### src/rtl/sbus_pkg.sv
package sbus_pkg;
  localparam int DEV_W  = 3;
  localparam int ADDR_W = 7;
  localparam int HDR_W  = DEV_W + ADDR_W;

  typedef enum logic [2:0] {
    PH_IDLE, PH_HDR, PH_DATA, PH_PAR, PH_ACK, PH_SKIP
  } phase_t;

  // Frame acceptance: own number always; number zero only for control writes.
  function automatic logic frame_hits(input logic [DEV_W-1:0] dev,
                                      input logic [ADDR_W-1:0] addr,
                                      input logic rd,
                                      input logic [DEV_W-1:0] own,
                                      input logic [ADDR_W-1:0] ctrl);
    if (dev == '0) return !rd && (addr == ctrl);
    return dev == own;
  endfunction

  // Parity contribution of the header fields and the direction bit.
  function automatic logic hdr_parity(input logic [HDR_W-1:0] hdr, input logic rd);
    return ^{hdr, rd};
  endfunction
endpackage

### src/rtl/sbus_frame_fsm.sv
module sbus_frame_fsm import sbus_pkg::*; #(
  parameter int DATA_W   = 16,
  parameter int NARROW_W = 8,
  parameter logic [ADDR_W-1:0] CTRL_ADDR = 7'h02
) (
  input  logic             clk,
  input  logic             rst_n,
  input  logic             frame_start,
  input  logic             bit_vld,
  input  logic             bit_val,
  input  logic [DEV_W-1:0] my_dev,
  input  logic             rf_wide,
  input  logic             perr,
  output phase_t           phase,
  output logic             is_rd,
  output logic [HDR_W-1:0] hdr,
  output logic             load_evt,
  output logic             data_evt,
  output logic             par_evt,
  output logic             commit_evt,
  output logic             err_evt
);
  localparam int SPAN  = (DATA_W > HDR_W + 1) ? DATA_W : HDR_W + 1;
  localparam int CNT_W = $clog2(SPAN + 1);

  logic [CNT_W-1:0] cnt;
  logic             wide;
  logic             strobe, hdr_last, hit, data_last, ack_evt, active;

  always_comb begin
    strobe     = bit_vld && !frame_start;
    hdr_last   = (phase == PH_HDR) && strobe && (cnt == CNT_W'(HDR_W));
    hit        = frame_hits(hdr[HDR_W-1 -: DEV_W], hdr[ADDR_W-1:0], bit_val,
                            my_dev, CTRL_ADDR);
    load_evt   = hdr_last && hit;
    data_evt   = (phase == PH_DATA) && strobe;
    data_last  = cnt == (wide ? CNT_W'(DATA_W - 1) : CNT_W'(NARROW_W - 1));
    par_evt    = (phase == PH_PAR) && strobe;
    ack_evt    = (phase == PH_ACK) && strobe;
    commit_evt = ack_evt && !is_rd && !perr;
    active     = (phase == PH_DATA) || (phase == PH_PAR) || (phase == PH_ACK);
    err_evt    = (ack_evt && (is_rd ? !bit_val : perr)) || (frame_start && active);
  end

  always_ff @(posedge clk or negedge rst_n) begin
    if (!rst_n) begin
      phase <= PH_IDLE;
      cnt   <= '0;
      hdr   <= '0;
      is_rd <= 1'b0;
      wide  <= 1'b0;
    end else if (frame_start) begin
      phase <= PH_HDR;
      cnt   <= '0;
    end else if (bit_vld) begin
      case (phase)
        PH_HDR: begin
          if (!hdr_last) begin
            hdr <= {hdr[HDR_W-2:0], bit_val};
            cnt <= cnt + 1'b1;
          end else begin
            is_rd <= bit_val;
            wide  <= rf_wide;
            cnt   <= '0;
            phase <= hit ? PH_DATA : PH_SKIP;
          end
        end
        PH_DATA: begin
          cnt <= cnt + 1'b1;
          if (data_last) phase <= PH_PAR;
        end
        PH_PAR:  phase <= PH_ACK;
        PH_ACK:  phase <= PH_IDLE;
        default: ;
      endcase
    end
  end
endmodule

### src/rtl/sbus_data_path.sv
module sbus_data_path #(
  parameter int DATA_W   = 16,
  parameter int NARROW_W = 8
) (
  input  logic              clk,
  input  logic              rst_n,
  input  logic              bit_val,
  input  logic              is_rd,
  input  logic              rf_wide,
  input  logic [DATA_W-1:0] rf_rdata,
  input  logic              load_evt,
  input  logic              data_evt,
  input  logic              par_evt,
  input  logic              par_seed,
  output logic              tx_bit,
  output logic              par_bit,
  output logic              perr,
  output logic [DATA_W-1:0] rx_word
);
  localparam int PAD = DATA_W - NARROW_W;

  logic [DATA_W-1:0] tx_q;

  // Narrow words move to the top so the shifter always emits from the MSB.
  function automatic logic [DATA_W-1:0] left_align(input logic [DATA_W-1:0] w,
                                                   input logic wide);
    return wide ? w : (w << PAD);
  endfunction

  always_ff @(posedge clk or negedge rst_n) begin
    if (!rst_n) begin
      tx_q    <= '0;
      rx_word <= '0;
      par_bit <= 1'b0;
      perr    <= 1'b0;
    end else if (load_evt) begin
      tx_q    <= left_align(rf_rdata, rf_wide);
      rx_word <= '0;
      par_bit <= par_seed;
      perr    <= 1'b0;
    end else if (data_evt) begin
      if (is_rd) begin
        par_bit <= par_bit ^ tx_q[DATA_W-1];
        tx_q    <= {tx_q[DATA_W-2:0], 1'b0};
      end else begin
        par_bit <= par_bit ^ bit_val;
        rx_word <= {rx_word[DATA_W-2:0], bit_val};
      end
    end else if (par_evt && !is_rd) begin
      perr <= par_bit ^ bit_val;
    end
  end

  assign tx_bit = tx_q[DATA_W-1];
endmodule

### src/rtl/sbus_status_commit.sv
module sbus_status_commit #(
  parameter int DATA_W = 16
) (
  input  logic              clk,
  input  logic              rst_n,
  input  logic              commit_evt,
  input  logic              err_evt,
  input  logic              frame_start,
  input  logic              ber_clr,
  input  logic [DATA_W-1:0] rx_word,
  output logic              rf_we,
  output logic [DATA_W-1:0] rf_wdata,
  output logic              ber,
  output logic              attn
);
  always_ff @(posedge clk or negedge rst_n) begin
    if (!rst_n) begin
      rf_we    <= 1'b0;
      rf_wdata <= '0;
      ber      <= 1'b0;
      attn     <= 1'b0;
    end else begin
      rf_we <= commit_evt;
      if (commit_evt) rf_wdata <= rx_word;
      if (err_evt)      ber <= 1'b1;
      else if (ber_clr) ber <= 1'b0;
      if (err_evt)          attn <= 1'b1;
      else if (frame_start) attn <= 1'b0;
    end
  end
endmodule

### src/rtl/sbus_txn_slave.sv
module sbus_txn_slave import sbus_pkg::*; #(
  parameter int DATA_W   = 16,
  parameter int NARROW_W = 8,
  parameter logic [ADDR_W-1:0] CTRL_ADDR = 7'h02
) (
  input  logic              clk,
  input  logic              rst_n,
  input  logic              frame_start,
  input  logic              bit_vld,
  input  logic              bit_val,
  input  logic [DEV_W-1:0]  my_dev,
  output logic [ADDR_W-1:0] rf_addr,
  input  logic              rf_wide,
  input  logic [DATA_W-1:0] rf_rdata,
  output logic              rf_we,
  output logic [DATA_W-1:0] rf_wdata,
  output logic              drv_en,
  output logic              drv_bit,
  input  logic              ber_clr,
  output logic              ber,
  output logic              attn
);
  phase_t             phase;
  logic               is_rd, perr, tx_bit, par_bit, par_seed;
  logic [HDR_W-1:0]   hdr;
  logic [DEV_W-1:0]   hdr_dev;
  logic               load_evt, data_evt, par_evt, commit_evt, err_evt;
  logic [DATA_W-1:0]  rx_word;

  assign hdr_dev  = hdr[HDR_W-1 -: DEV_W];
  assign rf_addr  = hdr[ADDR_W-1:0];
  assign par_seed = hdr_parity(hdr, bit_val);

  sbus_frame_fsm #(.DATA_W(DATA_W), .NARROW_W(NARROW_W), .CTRL_ADDR(CTRL_ADDR)) u_fsm (
    .clk(clk), .rst_n(rst_n), .frame_start(frame_start), .bit_vld(bit_vld),
    .bit_val(bit_val), .my_dev(my_dev), .rf_wide(rf_wide), .perr(perr),
    .phase(phase), .is_rd(is_rd), .hdr(hdr), .load_evt(load_evt),
    .data_evt(data_evt), .par_evt(par_evt), .commit_evt(commit_evt),
    .err_evt(err_evt)
  );

  sbus_data_path #(.DATA_W(DATA_W), .NARROW_W(NARROW_W)) u_dp (
    .clk(clk), .rst_n(rst_n), .bit_val(bit_val), .is_rd(is_rd),
    .rf_wide(rf_wide), .rf_rdata(rf_rdata), .load_evt(load_evt),
    .data_evt(data_evt), .par_evt(par_evt), .par_seed(par_seed),
    .tx_bit(tx_bit), .par_bit(par_bit), .perr(perr), .rx_word(rx_word)
  );

  sbus_status_commit #(.DATA_W(DATA_W)) u_st (
    .clk(clk), .rst_n(rst_n), .commit_evt(commit_evt), .err_evt(err_evt),
    .frame_start(frame_start), .ber_clr(ber_clr), .rx_word(rx_word),
    .rf_we(rf_we), .rf_wdata(rf_wdata), .ber(ber), .attn(attn)
  );

  // Line ownership: data and parity on reads, acknowledge on writes.
  always_comb begin
    drv_en  = 1'b0;
    drv_bit = 1'b0;
    case (phase)
      PH_DATA: begin drv_en = is_rd;  drv_bit = tx_bit;  end
      PH_PAR:  begin drv_en = is_rd;  drv_bit = par_bit; end
      PH_ACK:  begin drv_en = !is_rd; drv_bit = !perr;   end
      default: ;
    endcase
  end
endmodule

### config.mk
export PLATFORM = sky130hd
export DESIGN_NAME = sbus_txn_slave
export DESIGN_NICKNAME = d
export VERILOG_FILES = /design/src/rtl/sbus_pkg.sv /design/src/rtl/sbus_frame_fsm.sv /design/src/rtl/sbus_data_path.sv /design/src/rtl/sbus_status_commit.sv /design/src/rtl/sbus_txn_slave.sv
export SDC_FILE = /design/constraint.sdc
export NUM_CORES = 1
export LEC_CHECK = 0
export ABC_AREA = 1
export ABC_CLOCK_PERIOD_IN_PS = 5500
export BUFFER_PORTS_ARGS = -buffer_cell sky130_fd_sc_hd__buf_2
export CORE_ASPECT_RATIO = 0.6
export CORE_MARGIN = 8
export CORE_UTILIZATION = 60
export CTS_BUF_LIST = sky130_fd_sc_hd__clkbuf_16
export CTS_CLUSTER_DIAMETER = 30
export DETAILED_ROUTE_END_ITERATION = 7
export PLACE_DENSITY = 0.84
export SETUP_SLACK_MARGIN = 0.05
export SLEW_MARGIN = 20
export SYNTH_ARGS = -nofsm -noshare
export SYNTH_HDL_FRONTEND = slang
export SYNTH_HIERARCHICAL = 1
export SYNTH_SLANG_ARGS = --single-unit
### constraint.sdc
create_clock -name clk -period 5.5 [get_ports clk]
set_input_delay 0.825 -clock clk [delete_from_list [all_inputs] [get_ports clk]]
set_output_delay 0.825 -clock clk [all_outputs]
set_load 0.01 [all_outputs]
==> results.json <==
{
  "status": "complete, no violations",
  "min_from": "u_st/rf_wdata[8]$_DFFE_PN0P_",
  "end_kind": "flop",
  "rsz0062_at_grt": "no",
  "r2r-start": "u_fsm/cnt[0]$_DFFE_PN0P_",
  "layout_commonest_cell": "nand2_1",
  "r2r_setup_slack_ps": 2960,
  "ys_dominant_reg_cell": "dfrtp_1",
  "dieHeight_um": 78.3,
  "wl_per_cell_um": 14.1,
  "pre_cts_slack_ps": 2740,
  "synth.net_count": 544,
  "hold_depth": 2,
  "vdd_drop_max_uv": 366,
  "avgSynthCellArea_um2": 7.51,
  "syn_area_um2": 3870,
  "grtUsageTotal_pct": 20.1,
  "port_buffers": 53,
  "total_power_mw": 1.81,
  "max_slew_margin_pct": 32.1,
  "grt_pass1_wl_um": 15700,
  "hold_end": "u_st/rf_wdata[8]$_DFFE_PN0P_",
  "post-route-min-period_ps": 2550,
  "ys_ff_latch": 73,
  "required_ps": 5750,
  "layout-drive-gt1-share_pct": 18.8,
  "numCtsBuffers": 9,
  "crit_arrival_ps": 2800,
  "setup_viol": 0,
  "grt_pass1_vias": 3397,
  "fin_worst_skew_ps": 9.01,
  "final_cell_mix": "nand2_1 (179), dfrtp_1 (73), buf_2 (53)",
  "hpwl_um": 6200,
  "finalSetupTns_ps": 0,
  "start_util_pct": 62.8,
  "path_clk_slew_ps": 60,
  "dieWidth_um": 120,
  "cp_max_fo": 31,
  "slew_viol_final": 0,
  "htree_levels": 3,
  "clock_sinks": 73,
  "grt_max_degree": 74,
  "drc": 0,
  "fmax_mhz": 392,
  "vias": 3579,
  "timing.hold.ws_ps": 467,
  "rr_endpoint": "u_dp/tx_q[10]$_DFFE_PN0P_",
  "antenna_found_initial": 0,
  "hold_viol": 0,
  "finalCritPeriodShare_pct": 46.4,
  "synth-async-reset-ratio_pct": 100,
  "synthCells": 516,
  "layout_setup_ws_ps": 2950,
  "post_cts_buffers": 0,
  "worstSkewPairLatency_ps": 330,
  "vias_per_cell": 5.49,
  "crit_type": "input port to flop",
  "synth_cell_type_count": 31,
  "final_nets": 591,
  "cts.path.max_buffers": 2,
  "reg2reg_depth": 11,
  "design_area_um2": 4430,
  "gp_congestion": 0.859,
  "cts_hold_repair.buffers": 0,
  "drt_iter0_markers": 335,
  "die_area_um2": 9370,
  "overflow": 0,
  "ys_warn_count": 6,
  "ys_seq_area_share_pct": 47.1,
  "drv_cap": 0,
  "diodes": 0,
  "dr.pass1.iters": 5,
  "tightest_slew_ps": 1020,
  "cts_tree": "built",
  "core-area_um2": 6170,
  "cts_resized": 0,
  "synth-edff-count": 0,
  "power.leakage_nw": 2.38,
  "ioPinCount": 54,
  "placed_area_um2": 4130,
  "std_cell_rows": 22,
  "routed_wl_um": 9180,
  "area_delta_synth_final_pct": 14.2,
  "p_per_area_nw_per_um2": 410,
  "cts_root_buf": "clkbuf_16",
  "startpoint_type": "input port",
  "antenna_left": 0,
  "hold_path_class": "flop to flop"
}
-- area by class of cell --
cell class / count / area, um^2
Sequential cell: 73 / 1830
Inverter: 53 / 204
Multi-Input combinational cell: 371 / 1720
Timing Repair Buffer: 55 / 280
Tap cell: 84 / 105
Clock inverter: 7 / 62.6
Fill cell: 502 / 1740
Clock buffer: 9 / 225
-- state kept, by name, summed over array words and instances (netlist names) --
| register | flops |
|---|---|
| u_st/attn | 1 |
| u_st/ber | 1 |
| u_fsm/is_rd | 1 |
| u_dp/perr | 1 |
| u_dp/tx_q | 16 |
| u_fsm/wide | 1 |
| u_dp/par_bit | 1 |
| u_st/rf_we | 1 |
| u_fsm/cnt | 5 |
| u_fsm/hdr | 10 |
| u_fsm/phase | 3 |
| u_dp/rx_word | 16 |
| u_st/rf_wdata | 16 |
-- synth_stat cells (3+ instances only) --
| master | number | area share (%) |
|---|---|---|
| a21oi_1 | 21 | 2.7 |
| buf_2 | 9 | 1.2 |
| buf_4 | 3 | 0.58 |
| buf_6 | 4 | 1.2 |
| dfrtp_1 | 73 | 47 |
| inv_1 | 41 | 4.0 |
| inv_2 | 11 | 1.1 |
| nand2_1 | 179 | 17 |
| nand2_2 | 12 | 1.9 |
| nand3_1 | 42 | 5.4 |
| nand3_2 | 4 | 1.0 |
| nand4_1 | 3 | 0.48 |
| nor2_1 | 41 | 4.0 |
| nor3_1 | 4 | 0.52 |
| o21ai_0 | 45 | 5.8 |
| xnor2_1 | 3 | 0.68 |
-- how the worst max path moves through the flow --
stage          depth (start not counted)                      endpoint         from
2_1_floorplan                          7      u_dp/tx_q[0]$_DFFE_PN0P_      bit_val
3_3_place_gp                           7  u_st/rf_wdata[0]$_DFFE_PN0P_  frame_start
3_5_place_dp                           9     u_dp/tx_q[10]$_DFFE_PN0P_      bit_val
4_1_cts                                8   u_dp/rx_word[0]$_DFFE_PN0P_  frame_start
5_1_grt                                8   u_dp/rx_word[0]$_DFFE_PN0P_  frame_start
6_report                               8  u_dp/rx_word[14]$_DFFE_PN0P_  frame_start
-- where the power goes --
part / internal (mW) / switching (mW)
clock: 0.314 / 0.245
sequential: 0.619 / 0.106
combinational: 0.189 / 0.340
-- critical path, stage by stage --
cell and delay [ps]:
buf_2 140, nor2_4 190, inv_2 90, nor2_1 290
inv_1 140, nor2_2 790, o21ai_0 170, a21oi_1 160
-- routing by layer --
layer  up-vias  wire length (um)  GRT usage (%)
met5         -                 0              0
met4         0                86           6.32
met3        11               756           5.71
met2       146              4040           30.8
met1      1686              4290           27.2
li1       1736                 -              -
-- per-stage QoR --
step	cells	util (%)
floorplan	516	-
global placement	636	66.9
detailed placement	636	66.9
CTS	652	71.6
global route	652	71.8
finish	652	71.8
-- cells by family (layout without fill, tap and decap cells) --
family	count (synthesis)	in the layout	share of synthesized area [%]
buf+inv	72	124	8.88
xor+xnor	4	4	0.904
fa+ha+maj	2	2	0.646
compound gates	74	74	9.98
mux	1	1	0.291
flops	73	73	47.1
simple gates	290	290	32.2
(Power assumes the default switching activity.)
